## config.mk

```make
export PLATFORM = sky130hd
export DESIGN_NAME = addr_seq
export DESIGN_NICKNAME = d
export VERILOG_FILES = /design/src/rtl/addr_seq.sv
export SDC_FILE = /design/constraint.sdc
export NUM_CORES = 1
export LEC_CHECK = 0
export BUFFER_PORTS_ARGS = -buffer_cell sky130_fd_sc_hd__buf_2
export CORE_ASPECT_RATIO = 1.75
export CORE_MARGIN = 4
export CORE_UTILIZATION = 51
export CTS_CLUSTER_SIZE = 30
export DETAILED_ROUTE_END_ITERATION = 10
export GPL_TIMING_DRIVEN = 0
export PLACE_DENSITY = 0.83
export SYNTH_ARGS = -nofsm -noshare
export SYNTH_HDL_FRONTEND = slang
export SYNTH_SLANG_ARGS = --single-unit
```

## constraint.sdc

```tcl
create_clock -name clk -period 4.59 [get_ports clk]
set_input_delay 0.2295 -clock clk [delete_from_list [all_inputs] [get_ports clk]]
set_output_delay 0.2295 -clock clk [all_outputs]
set_load 0.1 [all_outputs]
```

## src/rtl/addr_seq.sv

```systemverilog
module addr_seq #(
  parameter int AW     = 32,
  parameter int WRAP_W = 10
) (
  input  logic          clk,
  input  logic          rst_n,
  input  logic          req_valid,
  input  logic [2:0]    req_idx,
  input  logic [AW-1:0] req_wdata,
  input  logic [2:0]    cfg_size,
  input  logic [1:0]    cfg_inc,
  output logic          bus_req,
  output logic [AW-1:0] bus_addr,
  output logic [2:0]    bus_size,
  input  logic          bus_done,
  input  logic          bus_err,
  input  logic [31:0]   bus_rdata,
  output logic          acc_done,
  output logic          acc_err,
  output logic [31:0]   acc_rdata,
  output logic [AW-1:0] cur_addr
);
  localparam logic [2:0] IDX_ADDR = 3'd1;
  localparam logic [2:0] IDX_DATA = 3'd3;

  logic              busy, banked;
  logic [1:0]        bank, inc_q;
  logic [2:0]        size_q, left;
  logic [AW-1:0]     tar;
  logic [31:0]       assem, lane_mask;
  logic [WRAP_W-1:0] step;
  logic [AW-1:0]     tar_inc;
  logic              reserved;

  assign reserved = (cfg_inc == 2'b11) || (cfg_size > 3'd2);
  assign step     = WRAP_W'(1) << size_q[1:0];
  assign tar_inc  = {tar[AW-1:WRAP_W], tar[WRAP_W-1:0] + step};

  assign bus_req   = busy;
  assign bus_addr  = banked ? {tar[AW-1:4], bank, 2'b00} : tar;
  assign bus_size  = size_q;
  assign acc_rdata = assem;
  assign cur_addr  = tar;

  always_comb begin
    case (size_q)
      3'd0:    lane_mask = 32'h0000_00FF << {bus_addr[1:0], 3'b000};
      3'd1:    lane_mask = 32'h0000_FFFF << {bus_addr[1], 4'b0000};
      default: lane_mask = 32'hFFFF_FFFF;
    endcase
  end

  always_ff @(posedge clk or negedge rst_n) begin
    if (!rst_n) begin
      busy     <= 1'b0;
      banked   <= 1'b0;
      bank     <= 2'd0;
      inc_q    <= 2'd0;
      size_q   <= 3'd2;
      left     <= 3'd0;
      tar      <= '0;
      assem    <= '0;
      acc_done <= 1'b0;
      acc_err  <= 1'b0;
    end else begin
      acc_done <= 1'b0;
      acc_err  <= 1'b0;
      if (!busy && req_valid) begin
        if (req_idx == IDX_ADDR) begin
          tar      <= req_wdata;
          acc_done <= 1'b1;
        end else if (req_idx == IDX_DATA) begin
          assem <= '0;
          if (reserved) begin
            acc_done <= 1'b1;
          end else begin
            busy   <= 1'b1;
            banked <= 1'b0;
            size_q <= cfg_size;
            inc_q  <= cfg_inc;
            if (cfg_inc == 2'b10 && cfg_size == 3'd0)      left <= 3'd4;
            else if (cfg_inc == 2'b10 && cfg_size == 3'd1) left <= 3'd2;
            else                                           left <= 3'd1;
          end
        end else if (req_idx[2]) begin
          assem  <= '0;
          busy   <= 1'b1;
          banked <= 1'b1;
          bank   <= req_idx[1:0];
          size_q <= 3'd2;
          inc_q  <= 2'b00;
          left   <= 3'd1;
        end
      end else if (busy && bus_done) begin
        if (bus_err) begin
          busy     <= 1'b0;
          acc_done <= 1'b1;
          acc_err  <= 1'b1;
        end else begin
          assem <= (assem & ~lane_mask) | (bus_rdata & lane_mask);
          if (!banked && inc_q != 2'b00) tar <= tar_inc;
          left <= left - 3'd1;
          if (left == 3'd1) begin
            busy     <= 1'b0;
            acc_done <= 1'b1;
          end
        end
      end
    end
  end
endmodule

```

== After elaboration in Yosys (flattened, before gate mapping) ==
Cells that the tools add are included.

* Add/sub/neg operators: 2
* Order comparisons: 1
* Eq/ne operators: 13
* Shifts and indexed selects: 3
* Muxes and demuxes: 48
* Bitwise logic cells: 6
* Reduce and logical (&&, ||, !) cells: 22

{| class="wikitable"
|+ Operators with widths
! cell !! number
|-
| $mux W32 || 8
|-
| $and A32 B32 Y32 || 2
|-
| $pmux W32 S2 || 1
|-
| $mux W3 || 11
|-
| $not A32 Y32 || 1
|-
| $or A32 B32 Y32 || 1
|-
| $shl A16 B5 Y32 const A || 1
|-
| $shl A8 B5 Y32 const A || 1
|-
| $mux W10 || 3
|-
| $mux W1 || 20
|-
| $reduce_and A4 Y1 || 4
|-
| $eq A3 B1 Y1 const B || 4
|-
| $add A10 B10 Y10 || 1
|-
| $reduce_and A5 Y1 || 2
|-
| $shl A1 B2 Y10 const A || 1
|-
| $mux W2 || 4
|-
| $reduce_bool A2 Y1 || 4
|-
| $logic_not A3 Y1 || 2
|-
| $logic_and A1 B1 Y1 || 5
|-
| $eq A2 B2 Y1 const B || 2
|-
| $mux W4 || 1
|-
| $ne A2 B1 Y1 const B || 2
|-
| $ne A2 B2 Y1 const B || 2
|-
| $eq A3 B2 Y1 const B || 1
|-
| other kinds (9) || 11
|}

* Bits in registers: 78
* Bits of input ports: 77
* Output and inout port bits: 102
* Logic and storage cells: 106

== Longest topological paths before layout ==
Gate-level depths: netlist of the first run.

* Depth in word-level cells: 9
* Mapped depth: 8

== Least setup slack after synthesis of the first run ==
Ideal clock, no wire load.

* Path type: flip-flop to flip-flop
* Start: reg tar[0] (netlist: cur_addr[0])
* End: reg assem[10] (netlist: acc_rdata[10])
* Library setup time: 0.132 ns
* Data arrival time: 3.297 ns
* Data required time: 4.458 ns
* Setup slack: 1.161 ns
* Cell stages (with the launch flop): 6
* Cell sequence: dfrtp_1 nor2b_1 o21ai_1 a2bb2oi_4 mux2i_1 nor2_1

* Longest elaborated chain between the ends: 9
* Elaborated cells between the ends (all ways): 10

{| class="wikitable"
|+ Ends and longest elaborated chain
! element !! RTL line !! RTL
|-
| start: declaration || 29 || <nowiki>logic [AW-1:0] tar;</nowiki>
|-
| start signal: assignment || 70 || <nowiki>tar <= req_wdata;</nowiki>
|-
| start signal: assignment || 101 || <nowiki>if (!banked && inc_q != 2'b00) tar <= tar_inc;</nowiki>
|-
| $mux W4 * || 40 || <nowiki>assign bus_addr = banked ? {tar[AW-1:4], bank, 2'b00} : tar;</nowiki>
|-
| via bus_addr[0] || 13 || <nowiki>output logic [AW-1:0] bus_addr,</nowiki>
|-
| $shl A8 B5 Y32 * || 47 || <nowiki>3'd0: lane_mask = 32'h0000_00FF << {bus_addr[1:0], 3'b000};</nowiki>
|-
| $pmux W32 S2 * || 46 || <nowiki>case (size_q)</nowiki>
|-
| $not A32 Y32 || 100 || <nowiki>assem <= (assem & ~lane_mask) | (bus_rdata & lane_mask);</nowiki>
|-
| $and A32 B32 Y32 || 100 ||
|-
| $or A32 B32 Y32 * || 100 ||
|-
| $mux W32 * || 95 || <nowiki>if (bus_err) begin</nowiki>
|-
| $mux W32 * || 94 || <nowiki>end else if (busy && bus_done) begin</nowiki>
|-
| $mux W32 * || 68 || <nowiki>if (!busy && req_valid) begin</nowiki>
|-
| end signal: assignment || 100 ||
|-
| end: declaration || 30 || <nowiki>logic [31:0] assem, lane_mask;</nowiki>
|}

Mark *: on every way through the listed nets, which the timed path passes. The rest lies on a longest branch. The select of a mux whose other input is x is not followed.
A chain may end at the register's enable or synchronous reset.

== Worst setup path after layout of the first run ==
* Start: reg size_q[1] (netlist: bus_size[1])
* End: reg tar[8] (netlist: cur_addr[8])

* Longest elaborated chain between the ends: 6

{| class="wikitable"
|+ Ends and longest elaborated chain
! element !! RTL line !! RTL
|-
| start: declaration || 28 || <nowiki>logic [2:0] size_q, left;</nowiki>
|-
| start signal: assignment || 79 || <nowiki>size_q <= cfg_size;</nowiki>
|-
| $shl A1 B2 Y10 || 36 || <nowiki>assign step = WRAP_W'(1) << size_q[1:0];</nowiki>
|-
| $add A10 B10 Y10 || 37 || <nowiki>assign tar_inc = {tar[AW-1:WRAP_W], tar[WRAP_W-1:0] + step};</nowiki>
|-
| $mux W10 || 101 ||
|-
| $mux W10 || 95 ||
|-
| $mux W10 || 94 ||
|-
| $mux W32 || 68 ||
|}

No other way between the ends. The select of a mux whose other input is x is not followed.

==> impl_results.md, run 1 <==
* Synth Net Count at 439
* Cell taking the most area after synthesis: dfrtp_1
* Number of buffers created by CTS at 9
* Initial Util at 52.02%
* Crit path arrival time at 2.37 ns
* Post-synth top area share at 48.95%
* Die width at 74.41 um
* Final worst setup slack at 2.477 ns
* CP Max Fanout at 9
* Final Hold Fails at 0
* Synth-to-layout area growth at 34.11%
* Crit path launch type: flop
* # hold bufs at CTS at 1
* CP required at 4.85 ns
* Fin area at 5279 um2
* Asr flop ratio synth at 100.0%
* Root Buffer: clkbuf_16
* Synth Register Bits at 78
* Row count at 42
* Max incr delay on CP at 0.61 ns
* Pin count of the biggest net entering global routing at 72
* Max cap viols at 0
* Initial antenna violation count at 0
* Unrepaired setup endpoints after global routing: false
* Fin nets at 630
* Core Area at 7567 um2
* Syn Area/Cell at 11.06 um2
* CP bufs+invs at 0
* Port bufs at 178
* Worst r2r src: bus_size[1]
* Max frequency at 0.4733 GHz
* Yosys warns at 0
* First-pass GRT wire length at 15730 um
* Crit end category: flop
* CTS tree: done
* Final Cycle Share at 46.03%
* Post-CTS sizing at 0
* Via Count at 3326
* Setup Skew at 0.005981 ns
* Total negative setup slack at 0 ns
* GPL Wtd Cong at 0.8105
* Crit path max-delay cell type: dfstp_2
* CP top delay family: compound AO/OA/AOI/OAI gates
* Total iterations of the first detailed-routing run at 4
* Status: completed
* Final min period at 2.113 ns
* DRC viols at 0
* Clk sinks at 78
* Top post-synthesis cells by area: dfrtp_1, mux2i_1, mux2_1
* Post-synth EDFFs at 0
* Clock Path Buffers at 2
* Sequential area share after synthesis at 49.62%
* Io pins at 179
* DR iter-0 viols at 114
* Netlist cell types at 54
* Crit path kind: reg -> reg
* R2r setup slk at 2.48 ns
* FF-to-FF path depth at 8
* CP Cell Sequence: nand2b_1 > xnor2_1 > ha_1 > nor3_1 > a211oi_2 > nand3_1 > a21oi_1 > a2bb2oi_1
* WL per Instance at 15.21 um
* Max-slew violations at 0
* Slew @ Worst Pin at 0.5518 ns
* Share of cells above drive strength 1 at 45.11%
* Final setup fails at 0
* Overflow after GRT at 0
* Die area at 9243 um2
* DRT antenna net count at 0
* CTS H-tree depth at 3
* Post-CTS Setup Inserts at 0
* Clk_lat worst skew at 0.33 ns
* Hold Path Stages at 2
* Via density at 5.197
* DRT Wirelength at 9734 um
* Reg-to-reg endpoint: cur_addr[8]
* Vias in the first global route at 3477
* Hold Path End: cur_addr[10]
* Synth Flop Type: dfrtp_1
* Slew margin rel. at 63.08%
* Clk pin slew, worst setup/hold paths at 0.06 ns
* Area after DPL at 4967 um2
* Pre-CTS WS at 2.503 ns
* Post-Synthesis Cells at 356
* DP HPWL at 7605 um
* Mapped Area at 3936 um2
* Hold WC Path Type: in -> reg
* Die height at 124.2 um
* Hold_sp: req_wdata[10]
* N_diodes at 0
* Total GRT Usage at 21.82%
-- worst max-delay path by stage --
stage / startpoint / endpoint / slack [ns] / cells past startpoint
6_report: bus_size[1] / cur_addr[8] / 2.48 / 8
5_1_grt: bus_size[1] / cur_addr[8] / 2.24 / 8
4_1_cts: bus_size[1] / cur_addr[8] / 2.48 / 8
3_5_place_dp: bus_size[1] / cur_addr[8] / 2.50 / 8
3_3_place_gp: bus_size[1] / cur_addr[7] / 2.55 / 7
2_1_floorplan: cur_addr[0] / acc_rdata[10] / 1.16 / 5
-- per-stage QoR --
step,utilization (%),std cells,hold slack [ns]
floorplan,-,356,-0.06609
global placement,65.24,622,0.4466
detailed placement,65.64,623,0.06528
CTS,69.76,640,0.1026
global route,69.76,640,0.1046
finish,69.76,640,0.1076
-- per-layer routing --
metal	track usage [%]	share of wire (%)
met5	0	0
met4	9.119	2.3
met3	6.068	9.0
met2	38.62	54
met1	23.25	35
-- cell families (layout without fill, tap and decap cells) --
family	after synthesis	count (layout)	share of synthesized area [%]
AND/OR/NAND/NOR	115	115	14.56
XOR/XNOR	3	3	0.6676
buffers and inverters	43	239	7.088
multiplexers	58	58	15.58
AO/OA/AOI/OAI	53	53	10.59
flip-flops	78	78	49.62
adder cells (fa/ha/maj)	6	6	1.907
-- state kept, by name, indices dropped and copies added (netlist names) --
register / cells
bank: 2
banked: 1
left: 3
bus_req: 1
bus_size: 3
cur_addr: 32
acc_err: 1
inc_q: 2
acc_done: 1
acc_rdata: 32
-- cell type report --
class | instances | area [um2]
Buffer | 40 | 267.8
Fill cell | 620 | 2288
Multi-Input combinational cell | 235 | 1704
Timing Repair Buffer | 180 | 930.9
Tap cell | 88 | 110.1
Inverter | 3 | 11.26
Clock buffer | 12 | 256.5
Clock inverter | 4 | 45.04
Sequential cell | 78 | 1953
-- Yosys cell counts (all sizes together) (5+ instances only) --
master	count
o21ai	15
nand3	6
nand3b	5
nor2	53
mux2i	32
a21oi	10
mux2	26
ha	6
buf	34
nand2	27
nor2b	5
dfrtp	77
clkbuf	6
nor3	5
-- cell usage in the layout, fill, tap and decap left out, types with 3 or more instances in the layout --
cell / instances
o21ai_0: 10
inv_1: 3
clkbuf_16: 9
a21oi_1: 9
nand2b_1: 3
o22ai_1: 3
nand2_1: 27
nor3_1: 5
o21ai_4: 3
buf_2: 181
clkbuf_1: 7
nor2b_1: 5
and3_1: 4
clkinv_2: 3
nand3_1: 6
buf_4: 31
ha_1: 6
mux2i_1: 32
a31oi_1: 3
mux2_2: 4
mux2_1: 22
nor2_1: 50
dfrtp_1: 77
nand3b_1: 5
-- worst register-to-register path: stages, from the launching register on --
cell and delay [ns]:
dfstp_2 0.61, nand2b_1 0.19, xnor2_1 0.15, ha_1 0.19, nor3_1 0.06, a211oi_2 0.37, nand3_1 0.14, a21oi_1 0.17
a2bb2oi_1 0.16
Power of run 1 is not shown: default switching activity piles up to over one toggle a cycle in this logic, so the estimate is an artifact.
==> run 2, diff against run 1 <==
- ABC_AREA: unset -> 1
- CORE_UTILIZATION: 51 -> 47
- PLACE_DENSITY: 0.83 -> 0.77
- clock period: 4.59 -> 2.1 ns (I/O delays scaled with it)
==> run 2 against run 1 <==
  * Register-to-register slack worse by 2.3 ns
  * Utilization down 3.2 points
  * Die area increased by 8.5%
  * Wire length grew 8.1%
==> impl_results.md, run 2 <==
* Status: completed
* GRT Max-Usage Layer: met2
* Share of cells above drive strength 1 at 42.68%
* DP HPWL at 8202 um
* Clk pin slew, worst setup/hold paths at 0.06 ns
* CP required at 2.31 ns
* FF-to-FF path depth at 13
* First-pass GRT wire length at 17020 um
* CTS tree: done
* Io pins at 179
* Yosys warns at 0
* Clock Path Buffers at 2
* Setup Skew at 0.004409 ns
* Xor-xnor portion of the synthesized cell area at 0.8836%
* Reg-to-reg endpoint: cur_addr[4]
* GR Layer Usage met2 at 40.24%
* Row count at 44
* Final Hold Fails at 0
* Post-Synth Simple-Gate Area at 21.96%
* Hold_sp: req_wdata[20]
* Synth Net Count at 536
* Total negative setup slack at 0 ns
* Overflow after GRT at 0
* Crit path kind: reg -> reg
* CTS H-tree depth at 3
* Post-synth top area share at 48.60%
* Most frequent cells in the layout: buf_2, nor2_1, dfrtp_1
* Vias in the first global route at 3730
* Clk_lat worst skew at 0.33 ns
* Fin nets at 741
* Unrepaired setup endpoints after global routing: false
* Post-Synthesis Cells at 453
* Post-synth top cells: nor2_1, dfrtp_1, nand2_1
* Die area at 10030 um2
* Syn Area/Cell at 8.753 um2
* Core Area at 8258 um2
* Met1 Use GR at 21.57%
* Die height at 129.5 um
* Worst r2r src: bus_size[1]
* Synth-to-layout area growth at 38.69%
* Mapped Area at 3965 um2
* Pre-CTS WS at 0.1358 ns
* N_diodes at 0
* Slew @ Worst Pin at 0.5382 ns
* Final min period at 1.925 ns
* WL per Instance at 13.94 um
* Post-synthesis mux area share at 6.532%
* Commonest non-fill, non-tap cell in the layout: buf_2
* Pin count of the biggest net entering global routing at 47
* Initial antenna violation count at 0
* Hold WC Path Type: in -> reg
* Clk sinks at 78
* Number of buffers created by CTS at 9
* Final worst setup slack at 0.1750 ns
* Most instantiated library cell after synthesis: nor2_1
* CP Max Fanout at 6
* DRC viols at 0
* Slew margin rel. at 64.12%
* Via Count at 3732
* Post-Synth Adder-Cell Area at 1.893%
* Initial Util at 48.02%
* Port bufs at 178
* Crit path launch type: flop
* Netlist cell types at 30
* DRT antenna net count at 0
* M3 GR Usage at 5.494%
* Crit end category: flop
* Max-slew violations at 0
* Via density at 4.943
* Synth Register Bits at 78
* Final setup fails at 0
* Asr flop ratio synth at 100.0%
* Final Cycle Share at 91.67%
* DR iter-0 viols at 212
* Largest family of logic cells by synthesized area: simple AND/OR/NAND/NOR gates
* Sequential area share after synthesis at 49.26%
* Crit path arrival time at 2.13 ns
* Total GRT Usage at 21.44%
* R2r setup slk at 0.18 ns
* Max cap viols at 0
* Total iterations of the first detailed-routing run at 4
* Hold Path End: cur_addr[20]
* Compound-Gate Fraction of Synth Area at 8.962%
* Cell taking the most area after synthesis: dfrtp_1
* Post-CTS Setup Inserts at 0
* Synth Flop Type: dfrtp_1
* Max frequency at 0.5195 GHz
* Top post-synthesis cells by area: dfrtp_1, nor2_1, nand2_1
* Post-synth EDFFs at 0
* GPL Wtd Cong at 0.8363
* DRT Wirelength at 10530 um
* Hold Path Stages at 2
* Die width at 77.43 um
* Root Buffer: clkbuf_16
run 2: kinds of logic (layout without fill, tap and decap cells):
kind of cell	count (synthesis)	in the layout
muxes	23	23
adders and majority gates	6	6
buffers and inverters	79	289
AOI/OAI and AO/OA	65	65
xor gates and xnor gates	4	4
DFF	78	78
and+or+nand+nor	198	198
run 2: critical path, cell delays in order (launching register included):
cell and delay [ns]:
dfstp_4 0.65, inv_2 0.07, nand2_1 0.05, nand2_1 0.07
nand2_1 0.06, inv_1 0.04, ha_1 0.18, inv_1 0.06
nand2_1 0.09, nand3_1 0.10, nand2_2 0.10, xor2_1 0.16
nor2_1 0.09, o21ai_0 0.08
run 2: routing by layer:
metal / wire length, um / up-vias
li1: - / 1845
met1: 3724 / 1740
met2: 5815 / 121
met3: 648 / 26
met4: 335 / 0
met5: 0 / -
run 2: through the flow:
stage | utilization [%] | std cells | hold slack [ns] | area [um2]
finish | 66.59 | 755 | 0.01360 | 5499
global route | 66.59 | 755 | 0.004528 | 5499
CTS | 66.50 | 755 | 0.00005232 | 5492
detailed placement | 61.03 | 724 | 0.08029 | 5040
global placement | 60.67 | 723 | 0.3394 | 5010
floorplan | - | 453 | -0.1906 | 4004
run 2: layout make-up:
type / count / area [um2]
Fill cell: 700 / 2759
Sequential cell: 78 / 1966
Multi-Input combinational cell: 296 / 1625
Timing Repair Buffer: 194 / 1071
Buffer: 39 / 266.5
Clock buffer: 12 / 256.5
Inverter: 40 / 153.9
Tap cell: 92 / 115.1
Clock inverter: 4 / 45.04
run 2: worst max-delay path by stage:
| stage | slack, ns | end | cells after the start | start |
|---|---|---|---|---|
| after global placement | 0.17 | cur_addr[0] | 1 | rst_n |
| after detailed placement | 0.14 | cur_addr[8] | 14 | bus_size[1] |
| after floorplan | -0.02 | acc_rdata[16] | 8 | cur_addr[0] |
| final | 0.18 | cur_addr[4] | 13 | bus_size[1] |
| after global routing | 0.03 | cur_addr[7] | 13 | bus_size[1] |
| after CTS | 0.11 | cur_addr[4] | 13 | bus_size[1] |
run 2: what timing repair did:
| action | CTS | global route |
|---|---|---|
| endpoints found under the hold margin | 46 | 0 |
| hold buffers | 15 | 0 |
| gates resized for setup | 0 | 3 |
| setup endpoints to repair | 0 | 4 |
Power of run 2 is left out for the same reason.
==> run 3, diff against run 2 <==
- REMOVE_ABC_BUFFERS: unset -> 1
==> run 3 against run 2 <==
  * Wire length is 9.6% higher
  * Non-clock buffer count fell by 25
  * Highest routed layer unchanged
  * Critical path type unchanged
  * Die area stayed put
==> impl_results.md, run 3 (synthesis results as in run 2) <==
* Number of buffers created by CTS at 9
* Die width at 77.43 um
* Final core occ at 64.44%
* Crit path launch type: flop
* Area after DPL at 4735 um2
* Final Hold Fails at 0
* Initial Util at 48.02%
* Total negative setup slack at 0 ns
* Crit path kind: reg -> reg
* Final min period at 1.920 ns
* Fin nets at 718
* Die area at 10030 um2
* Overflow after GRT at 0
* Clk pin slew, worst setup/hold paths at 0.06 ns
* CTS H-tree depth at 3
* Initial antenna violation count at 0
* Final setup fails at 0
* DRT Wirelength at 11540 um
* Unrepaired setup endpoints after global routing: false
* CTS tree: done
* Root Buffer: clkbuf_16
* First-pass GRT wire length at 18150 um
* Via Count at 3735
* Most frequent cells in the layout: buf_2, nor2_1, dfrtp_1
* Max frequency at 0.5210 GHz
* Clock Path Buffers at 2
* Final Cycle Share at 91.41%
* DRC viols at 0
* Pin count of the biggest net entering global routing at 64
* Core Area at 8258 um2
* Port bufs at 178
* Slew @ Worst Pin at 0.5096 ns
* Hold WC Path Type: in -> reg
* Slew margin rel. at 66.26%
* Via density at 5.109
* Fin area at 5321 um2
* Clk_lat worst skew at 0.34 ns
* Total iterations of the first detailed-routing run at 6
* Row count at 44
* Max cap viols at 0
* Setup Skew at 0.006775 ns
* DP HPWL at 8065 um
* Status: completed
* Max layer used: met4
* Vias in the first global route at 3858
* Commonest non-fill, non-tap cell in the layout: buf_2
* DRT antenna net count at 0
* Final worst setup slack at 0.1805 ns
* CP required at 2.33 ns
* WL per Instance at 15.78 um
* Pre-CTS WS at -0.2218 ns
* GPL Wtd Cong at 0.8075
* Share of cells above drive strength 1 at 38.97%
* Crit path arrival time at 2.15 ns
* WL met1 at 4151 um
* Total GRT Usage at 23.30%
* CP Max Fanout at 6
* Die height at 129.5 um
* Met2 wire length at 6160 um
* Max-slew violations at 0
* Routed length on met3 at 758 um
* N_diodes at 0
* DR iter-0 viols at 109
* Clk sinks at 78
* Io pins at 179
* Synth-to-layout area growth at 34.21%
* Crit end category: flop
-- run 3: cell types whose count changed in the layout (fill, tap and decap cells not counted), moves of 2 or more --
| cell | previous run | this run |
|---|---|---|
| clkinv_2 | 3 | 0 |
| buf_2 | 180 | 177 |
| dfrtp_1 | 74 | 77 |
| clkbuf_1 | 7 | 1 |
| dfrtp_4 | 2 | 0 |
| inv_2 | 6 | 4 |
| dlygate4sd3_1 | 15 | 21 |
| a21oi_1 | 6 | 9 |
| a21oi_2 | 5 | 1 |
| nand2_2 | 5 | 3 |
| clkinvlp_4 | 1 | 4 |
| buf_4 | 30 | 9 |
-- run 3: final timing paths --
kind,start,to,cells past startpoint,slack (ns)
setup / recovery,bus_size[1],cur_addr[5],13,0.18
hold / removal,req_wdata[21],cur_addr[21],2,0.005
setup reg to reg,bus_size[1],cur_addr[5],13,0.18
hold reg to reg,inc_q[1],inc_q[1],2,0.50
max in group asynchronous,rst_n,bus_size[1],3,1.32
min in group asynchronous,rst_n,cur_addr[1],2,0.18
-- run 3: cell type report --
| class | instances | area, um2 |
|---|---|---|
| Multi-Input combinational cell | 297 | 1623 |
| Tap cell | 92 | 115.1 |
| Fill cell | 686 | 2937 |
| Timing Repair inverter | 1 | 7.507 |
| Sequential cell | 78 | 1953 |
| Clock buffer | 11 | 242.7 |
| Clock inverter | 4 | 32.53 |
| Inverter | 40 | 156.4 |
| Timing Repair Buffer | 208 | 1191 |
-- run 3: critical path, cell delays in order (launching register included) --
cell and delay [ns]:
dfstp_2 0.58, inv_1 0.10, nor2_1 0.10, ha_1 0.29
nand4_1 0.12, nand2_1 0.09, nor2_1 0.10, nand2_1 0.12
nand2_1 0.08, nand2_1 0.05, nand2_1 0.05, nand2_1 0.05
nand2_1 0.05, inv_1 0.03
-- run 3: per-stage QoR --
stage                     hold WS [ns]  std cells
after floorplan                -0.1906        414
after global placement          0.3352        684
after detailed placement      -0.01505        685
after CTS                     0.001138        724
after global routing          0.002667        731
final                         0.004522        731
-- run 3: layer usage --
layer	up-vias	GRT usage, %
met1	1743	22.73
met4	0	13.42
met5	-	0
li1	1796	-
met3	34	6.606
met2	162	43.35
-- run 3: what timing repair did --
item                                    in CTS  in global routing
endpoints found under the hold margin       97                  0
gates cloned                                 2                  0
resized for setup                            4                  2
setup buffers                                1                  7
endpoints found under the setup margin      39                 23
hold buffers                                21                  0
pin swaps                                    1                  1
Power of run 3 is left out for the same reason.
